**config.mk**
```make
export PLATFORM = sky130hd
export DESIGN_NAME = spi_irq_hub
export DESIGN_NICKNAME = d
export VERILOG_FILES = /design/src/rtl/spi_irq_pkg.sv /design/src/rtl/spi_irq_csr.sv /design/src/rtl/spi_irq_errlog.sv /design/src/rtl/spi_irq_line.sv /design/src/rtl/spi_irq_hub.sv
export SDC_FILE = /design/constraint.sdc
export NUM_CORES = 1
export LEC_CHECK = 0
export BUFFER_PORTS_ARGS = -buffer_cell sky130_fd_sc_hd__buf_2
export CAP_MARGIN = 25
export CORE_MARGIN = 2
export CORE_UTILIZATION = 34
export DETAILED_ROUTE_END_ITERATION = 10
export PLACE_DENSITY = 0.6
export SYNTH_ARGS = -nofsm -noshare
export SYNTH_HDL_FRONTEND = slang
export SYNTH_HIERARCHICAL = 1
export SYNTH_SLANG_ARGS = --single-unit
```
**constraint.sdc**
```tcl
create_clock -name clk_i -period 3.2 [get_ports clk_i]
set_input_delay 0.16 -clock clk_i [delete_from_list [all_inputs] [get_ports clk_i]]
set_output_delay 0.16 -clock clk_i [all_outputs]
set_load 0.03 [all_outputs]
```
**src/rtl/spi_irq_pkg.sv**
```systemverilog
package spi_irq_pkg;

    localparam int ADDR_W     = 3;
    localparam int ERR_FLAGS  = 6;
    localparam int DATA_W     = ERR_FLAGS;
    localparam int ERR_CAUSES = 5;
    localparam int EVT_CONDS  = 3;
    localparam int NUM_LINES  = 2;

    localparam int LINE_ERR = 0;
    localparam int LINE_EVT = 1;

    localparam logic [ADDR_W-1:0] A_PEND  = 3'd0;
    localparam logic [ADDR_W-1:0] A_IEN   = 3'd1;
    localparam logic [ADDR_W-1:0] A_FORCE = 3'd2;
    localparam logic [ADDR_W-1:0] A_EMASK = 3'd3;
    localparam logic [ADDR_W-1:0] A_EFLAG = 3'd4;
    localparam logic [ADDR_W-1:0] A_VMASK = 3'd5;

    // bit position of each event condition inside the event-mask register
    localparam int EVT_BIT_POS [EVT_CONDS] = '{0, 1, 4};

    localparam logic [ERR_CAUSES-1:0] EMASK_RST = '1;

    typedef struct packed {
        logic [NUM_LINES-1:0]  ien;
        logic [ERR_CAUSES-1:0] emask;
        logic [EVT_CONDS-1:0]  vmask;
    } csr_t;

endpackage

```
**src/rtl/spi_irq_csr.sv**
```systemverilog
module spi_irq_csr
    import spi_irq_pkg::*;
(
    input  logic                  clk_i,
    input  logic                  rst_ni,
    input  logic                  we_i,
    input  logic [ADDR_W-1:0]     addr_i,
    input  logic [DATA_W-1:0]     wdata_i,
    output logic [NUM_LINES-1:0]  ien_o,
    output logic [ERR_CAUSES-1:0] emask_o,
    output logic [EVT_CONDS-1:0]  vmask_o,
    output logic [NUM_LINES-1:0]  force_o,
    output logic [NUM_LINES-1:0]  pend_clr_o,
    output logic [ERR_FLAGS-1:0]  flag_clr_o
);

    csr_t csr_d, csr_q;

    always_comb begin
        csr_d      = csr_q;
        force_o    = '0;
        pend_clr_o = '0;
        flag_clr_o = '0;
        if (we_i) begin
            unique case (addr_i)
                A_PEND:  pend_clr_o  = wdata_i[NUM_LINES-1:0];
                A_IEN:   csr_d.ien   = wdata_i[NUM_LINES-1:0];
                A_FORCE: force_o     = wdata_i[NUM_LINES-1:0];
                A_EMASK: csr_d.emask = wdata_i[ERR_CAUSES-1:0];
                A_EFLAG: flag_clr_o  = wdata_i;
                A_VMASK: begin
                    for (int k = 0; k < EVT_CONDS; k++) begin
                        csr_d.vmask[k] = wdata_i[EVT_BIT_POS[k]];
                    end
                end
                default: ;
            endcase
        end
    end

    always_ff @(posedge clk_i or negedge rst_ni) begin
        if (!rst_ni) begin
            csr_q.ien   <= '0;
            csr_q.emask <= EMASK_RST;
            csr_q.vmask <= '0;
        end else begin
            csr_q <= csr_d;
        end
    end

    assign ien_o   = csr_q.ien;
    assign emask_o = csr_q.emask;
    assign vmask_o = csr_q.vmask;

    // a force write stores nothing
    p_force_no_store_r8: assert property (@(posedge clk_i) disable iff (!rst_ni)
        (we_i && addr_i == A_FORCE) |=> $stable(csr_q));

    // a pending-clear write leaves the masks untouched
    p_clear_no_store_r7: assert property (@(posedge clk_i) disable iff (!rst_ni)
        (we_i && addr_i == A_PEND) |=> $stable(csr_q));

endmodule

```
**src/rtl/spi_irq_errlog.sv**
```systemverilog
module spi_irq_errlog
    import spi_irq_pkg::*;
#(
    parameter int W = ERR_FLAGS
) (
    input  logic         clk_i,
    input  logic         rst_ni,
    input  logic [W-1:0] set_i,
    input  logic [W-1:0] clr_i,
    output logic [W-1:0] flags_o
);

    logic [W-1:0] flags_d, flags_q;

    always_comb begin
        flags_d = (flags_q & ~clr_i) | set_i;
    end

    always_ff @(posedge clk_i or negedge rst_ni) begin
        if (!rst_ni) flags_q <= '0;
        else         flags_q <= flags_d;
    end

    assign flags_o = flags_q;

    for (genvar k = 0; k < W; k++) begin : g_chk
        // a set pulse lands in the flag, even against a clear
        p_set_lands_r3: assert property (@(posedge clk_i) disable iff (!rst_ni)
            set_i[k] |=> flags_q[k]);
        // a flag is sticky until cleared
        p_sticky_r3: assert property (@(posedge clk_i) disable iff (!rst_ni)
            (flags_q[k] && !clr_i[k]) |=> flags_q[k]);
        // a clear without a set empties the flag
        p_clear_r3: assert property (@(posedge clk_i) disable iff (!rst_ni)
            (clr_i[k] && !set_i[k]) |=> !flags_q[k]);
    end

endmodule

```
**src/rtl/spi_irq_line.sv**
```systemverilog
module spi_irq_line (
    input  logic clk_i,
    input  logic rst_ni,
    input  logic en_i,
    input  logic cause_i,
    input  logic force_i,
    input  logic clr_i,
    output logic pend_o,
    output logic irq_o
);

    logic pend_d, pend_q;

    always_comb begin
        if (!pend_q) pend_d = en_i & (cause_i | force_i);
        else         pend_d = !clr_i;
    end

    always_ff @(posedge clk_i or negedge rst_ni) begin
        if (!rst_ni) pend_q <= 1'b0;
        else         pend_q <= pend_d;
    end

    assign pend_o = pend_q;
    assign irq_o  = pend_q & en_i;

    // an enabled idle line with a trigger latches
    p_latch_r6: assert property (@(posedge clk_i) disable iff (!rst_ni)
        (en_i && !pend_q && (cause_i || force_i)) |=> pend_q);

    // a disabled idle line never latches
    p_gate_r6: assert property (@(posedge clk_i) disable iff (!rst_ni)
        (!en_i && !pend_q) |=> !pend_q);

    // pending holds until a clear
    p_hold_r7: assert property (@(posedge clk_i) disable iff (!rst_ni)
        (pend_q && !clr_i) |=> pend_q);

    // a clear empties it
    p_clear_r7: assert property (@(posedge clk_i) disable iff (!rst_ni)
        (pend_q && clr_i) |=> !pend_q);

endmodule

```
**src/rtl/spi_irq_hub.sv**
```systemverilog
module spi_irq_hub
    import spi_irq_pkg::*;
(
    input  logic                 clk_i,
    input  logic                 rst_ni,
    input  logic                 reg_we_i,
    input  logic [ADDR_W-1:0]    reg_addr_i,
    input  logic [DATA_W-1:0]    reg_wdata_i,
    output logic [DATA_W-1:0]    reg_rdata_o,
    input  logic [ERR_FLAGS-1:0] err_set_i,
    input  logic [EVT_CONDS-1:0] evt_cond_i,
    output logic                 irq_err_o,
    output logic                 irq_evt_o
);

    logic [NUM_LINES-1:0]  ien, force_p, pend_clr, pend, irq, cause;
    logic [ERR_CAUSES-1:0] emask;
    logic [EVT_CONDS-1:0]  vmask;
    logic [ERR_FLAGS-1:0]  flag_clr, flags;

    spi_irq_csr u_csr (
        .clk_i      (clk_i),
        .rst_ni     (rst_ni),
        .we_i       (reg_we_i),
        .addr_i     (reg_addr_i),
        .wdata_i    (reg_wdata_i),
        .ien_o      (ien),
        .emask_o    (emask),
        .vmask_o    (vmask),
        .force_o    (force_p),
        .pend_clr_o (pend_clr),
        .flag_clr_o (flag_clr)
    );

    spi_irq_errlog #(.W(ERR_FLAGS)) u_errlog (
        .clk_i   (clk_i),
        .rst_ni  (rst_ni),
        .set_i   (err_set_i),
        .clr_i   (flag_clr),
        .flags_o (flags)
    );

    // per-cause masking; the invalid-access flag has no mask and no line
    always_comb begin
        cause           = '0;
        cause[LINE_ERR] = |(flags[ERR_CAUSES-1:0] & emask);
        cause[LINE_EVT] = |(evt_cond_i & vmask);
    end

    for (genvar i = 0; i < NUM_LINES; i++) begin : g_line
        spi_irq_line u_line (
            .clk_i   (clk_i),
            .rst_ni  (rst_ni),
            .en_i    (ien[i]),
            .cause_i (cause[i]),
            .force_i (force_p[i]),
            .clr_i   (pend_clr[i]),
            .pend_o  (pend[i]),
            .irq_o   (irq[i])
        );
    end

    assign irq_err_o = irq[LINE_ERR];
    assign irq_evt_o = irq[LINE_EVT];

    always_comb begin
        reg_rdata_o = '0;
        unique case (reg_addr_i)
            A_PEND:  reg_rdata_o[NUM_LINES-1:0]  = pend;
            A_IEN:   reg_rdata_o[NUM_LINES-1:0]  = ien;
            A_EMASK: reg_rdata_o[ERR_CAUSES-1:0] = emask;
            A_EFLAG: reg_rdata_o                 = flags;
            A_VMASK: begin
                for (int k = 0; k < EVT_CONDS; k++) begin
                    reg_rdata_o[EVT_BIT_POS[k]] = vmask[k];
                end
            end
            default: ;
        endcase
    end

    // an unmasked cause-free flag state never starts the error line
    p_err_quiet_r4: assert property (@(posedge clk_i) disable iff (!rst_ni)
        (!pend[LINE_ERR] && ((flags[ERR_CAUSES-1:0] & emask) == '0)
         && !force_p[LINE_ERR]) |=> !pend[LINE_ERR]);

    // no output without its enable
    p_out_gated_r9: assert property (@(posedge clk_i) disable iff (!rst_ni)
        !ien[LINE_EVT] |-> !irq_evt_o);

endmodule

```
Yosys cells after proc, flatten, opt, wreduce, memory -nomap -nowiden
Index checks and enable logic that the tools add are counted.

Mux-type cells: 12. Equality and inequality tests: 5. Reductions and logical operators: 8. Bitwise operators: 11.

Operators by type and width (count): 2-to-1 mux 6 bit (2); one-hot mux 2 bit (5 select lines) (1); 2-to-1 mux 2 bit (4); AND 6 bit (1); == test 3 x 2 -> 1 bit, second input constant (2); == test 3 bit, second input constant (2); inverter 6 bit (1); OR 6 bit (1); AND reduction 2 bit (3); AND 5 bit (1); OR reduction 5 bit (1); AND 1 bit (4); one-hot mux 2 bit (2 select lines) (1); AND 3 bit (1); == test 3 x 1 -> 1 bit, second input constant (1); zero test 3 bit (1); 2-to-1 mux 1 bit (3); one-hot mux 1 bit (3 select lines) (1); OR reduction 3 bit (1); zero test 1 bit (2); OR 1 bit (2).

Register bits: 18.

Logic depth before layout (Yosys ltp)
Word-level depth: 6. Depth in mapped cells: 4. Depth with buffers taken out: 4.

By module
The synthesis kept the hierarchy.

Modules (own cells, without submodules): spi_irq_csr (instances 1, cells an instance 36, area an instance 494.2 µm²); spi_irq_errlog (instances 1, cells an instance 18, area an instance 217.7 µm²); spi_irq_hub (instances 1, cells an instance 27, area an instance 198.9 µm²); spi_irq_line (instances 2, cells an instance 4, area an instance 47.5 µm²).

Worst setup path after synthesis
No wires, ideal clock.

Path kind: register to output. Start: reg, netlist name u_csr/emask_o[0]. End: out reg_rdata_o[0]. Setup slack: 1.863 ns. Arrival: 1.177 ns. Cell stages (with the launch flop): 4. Required time: 3.040 ns. Buffers on the path: 0. Path through: dfstp_2 > nand3_1 > o21a_1 > o22ai_1.

Longest elaborated chain between the ends: 1.

RTL lines: one-hot mux 2 bit (5 select lines) (RTL line spi_irq_hub.sv:68) `unique case (reg_addr_i)`; to (decl) (RTL line spi_irq_hub.sv:9) `output logic [DATA_W-1:0] reg_rdata_o,`.

No other way between the ends.

Worst setup path in the final report
Start: reg, netlist name u_csr/emask_o[0]. End: out reg_rdata_o[0].

Longest elaborated chain between the ends: 1.

RTL lines (RTL line): one-hot mux 2 bit (5 select lines) (spi_irq_hub.sv:68).

No other way between the ends.

==> results.md <==
- Sum of negative setup slack: 0 ps
- # placed instances: 147
- PwrDens: 486 nW/um2
- Gpl congestion: 0.772
- Die X-Extent: 58.4 um
- Nets@finish: 143
- Syn Inst Count: 89
- Distinct cells, synth: 29
- DRT iter0 DRCs: 21
- Worst setup EP type: output port
- Grt ovf: 0
- Initial Utilization: 36.2%
- Die Footprint: 3410 um2
- Leakage power: 0.554 nW
- Startpoint types: flip-flop
- Post-layout min period: 1600 ps
- Clock Latency Late Sink: 300 ps
- Root buffer cell: clkbuf_4
- Antenna violations before repair: 0
- Storage element area: 457 um2
- Top-count cell post-synth: dfrtp_1
- CP Data Arrival Time: 1440 ps
- Tcrit/Tclk final: 50.0%
- Total power: 0.593 mW
- Clk slew on worst S/H paths: 110 ps
- Die height: 58.4 um
- Avg Cell Area, Syn: 11.3 um2
- Worst Path Required: 3040 ps
- Top FF cell, synth: dfrtp_1
- I/O pin cnt: 29
- Post-synth EDFFs: 0
- Vias per cell: 5.20
- Synth top area share: 32.3%
- Max cap viols: 0
- Largest net degree at the start of global routing: 19
- Most area-consuming cells after synthesis: dfrtp_1 (32%), dfstp_2 (13%), mux2_2 (11%)
- Core Rows: 19
- Post-synth ARST share: 100%
- Status: completed
- Rel. slew slack: 72.5%
- Worst Skew: 6.15 ps
- Synth cell count leaders: dfrtp_1 (13), mux2_2 (10), a21o_1 (7), and2_1 (7), inv_1 (7)
- Final Hold Fails: 0
- ANT cells: 0
- Peak VDD IR: 255 uV
- Share of the yosys chip area belonging to registers: 45.4%
- Clk buf depth: 2
- Vias in the first global route: 734
- Share of post-route cells with drive strength above 1: 44.6%
- Fill cells: 296
- Crit path kind: reg -> out
- Core area: 2780 um2
- Slew Viols, Final: 0
- Area leader, netlist: dfrtp_1
- Number of clock sinks: 18
- # setup viols final: 0
- Seq cells post-synth: 18
- DRT Wirelength: 2210 um
- Syn. warnings: 6
- CTS H-tree lvls: 1
- # DRC: 0
- CTS Buf Count: 3
- HP Class: in -> reg
- Post-DRT Antenna Nets: 0
- Worst slew pin tran: 412 ps
- Fmax: 625 MHz
- CTS tree: yes
- CP Max Fanout: 3
- Post-Syn Nets: 110
- Post-Syn Area: 1010 um2
- Wire per inst: 14.5 um
- Area grow syn2layout: 21.3%
- Global-route wire length before repair: 3460 um
- Pre-CTS setup slack: 1810 ps
- GRT Overall Usage: 13.8%
- Final Non-Filler Cells: 152
- Fin worst setup slack: 1600 ps
- Detailed placement HPWL: 1670 um
- Final core utilization: 43.9%
- IO buf count: 28
- Via count: 790
- Multi-input logic area: 512 um2
- RSZ-0062 raised after global routing: no
- Detailed Routing Iterations Pass 1: 4
==> cells in the final DEF (no fill, tap or decap) <==
master / count
buf_2: 28
dfrtp_1: 13
mux2_2: 10
a21o_1: 7
inv_1: 7
and2_1: 7
mux2i_1: 6
dfstp_2: 5
nor2_1: 4
nand2_1: 3
clkbuf_4: 3
a222oi_1: 2
o21ai_1: 2
and2_2: 2
and4bb_2: 2
and4b_2: 2
and3_1: 2
nand4b_1: 2
nand2b_1: 1
nor3b_1: 1
nand3_1: 1
o21a_1: 1
o22ai_1: 1
mux2_4: 1
a21oi_1: 1
o32a_1: 1
a22o_1: 1
o2bb2ai_1: 1
a22oi_1: 1
clkbuf_8: 1
dlygate4sd3_1: 1
nor2b_1: 1
==> critical path: stages (launching register included) <==
cell     delay [ps]
dfstp_2         560
nand3_1          70
o21a_1          120
o22ai_1         160
buf_2           230
==> cells by family after synthesis <==
group                  Yosys count  share of synthesized area, %
and+or+nand+nor                 28                          18.7
buffers and inverters            8                          3.73
DFF                             18                          45.4
muxes                           17                          18.7
AOI/OAI and AO/OA               18                          13.6
==> area by class of cell <==
| class | instances | share of cell area, % |
|---|---|---|
| Clock buffer | 4 | 2.97 |
| Inverter | 7 | 2.15 |
| Multi-Input combinational cell | 63 | 41.9 |
| Sequential cell | 18 | 37.4 |
| Tap cell | 31 | 3.18 |
| Timing Repair Buffer | 29 | 12.3 |
==> per-stage QoR <==
step | hold WS (ps) | area, um2
after floorplan | -136 | 1010
after global placement | 119 | 1170
after detailed placement | 120 | 1170
after CTS | 17.6 | 1220
after global routing | 4.14 | 1220
final | 28.0 | 1220
==> path summary, 6_finish.rpt <==
kind	end	from	slack (ps)	cells past startpoint
min reg2reg	u_errlog/flags_o[5]	u_errlog/flags_o[5]	500	1
max reg2reg	g_line[0].u_line/pend_o	u_errlog/flags_o[0]	2030	4
max	reg_rdata_o[0]	u_csr/emask_o[0]	1600	4
min	u_errlog/flags_o[3]	err_set_i[3]	30	2
max in group asynchronous	u_csr/emask_o[1]	rst_ni	2560	2
min in group asynchronous	u_csr/vmask_o[2]	rst_ni	310	2
==> layer usage <==
| metal | up-vias | share of wire (%) | global-route usage [%] |
|---|---|---|---|
| met5 | - | 0 | 0 |
| met4 | 0 | 0.68 | 6.98 |
| met3 | 2 | 6.1 | 2.20 |
| met2 | 23 | 45 | 19.6 |
| met1 | 376 | 49 | 20.1 |
| li1 | 389 | - | - |
==> state kept, by name, indices dropped and copies added, names as in the netlist <==
| name | cells |
|---|---|
| u_errlog/flags_o | 6 |
| u_csr/emask_o | 5 |
| u_csr/vmask_o | 3 |
| g_line.u_line/pend_o | 2 |
| u_csr/ien_o | 2 |
==> report_power, final <==
part	switching, mW	total [mW]	internal (mW)
Clock	0.0729	0.142	0.0694
Combinational	0.0783	0.153	0.0744
Sequential	0.0277	0.298	0.271
==> timing repair <==
item / 4_1_cts / 5_1_grt
hold buffers: 1 / 0
setup buffers: 0 / 0
resized for setup: 0 / 0
endpoints found under the hold margin: 13 / 0
endpoints found under the setup margin: 0 / 0
Note: power is estimated with default switching activity, not from simulation.
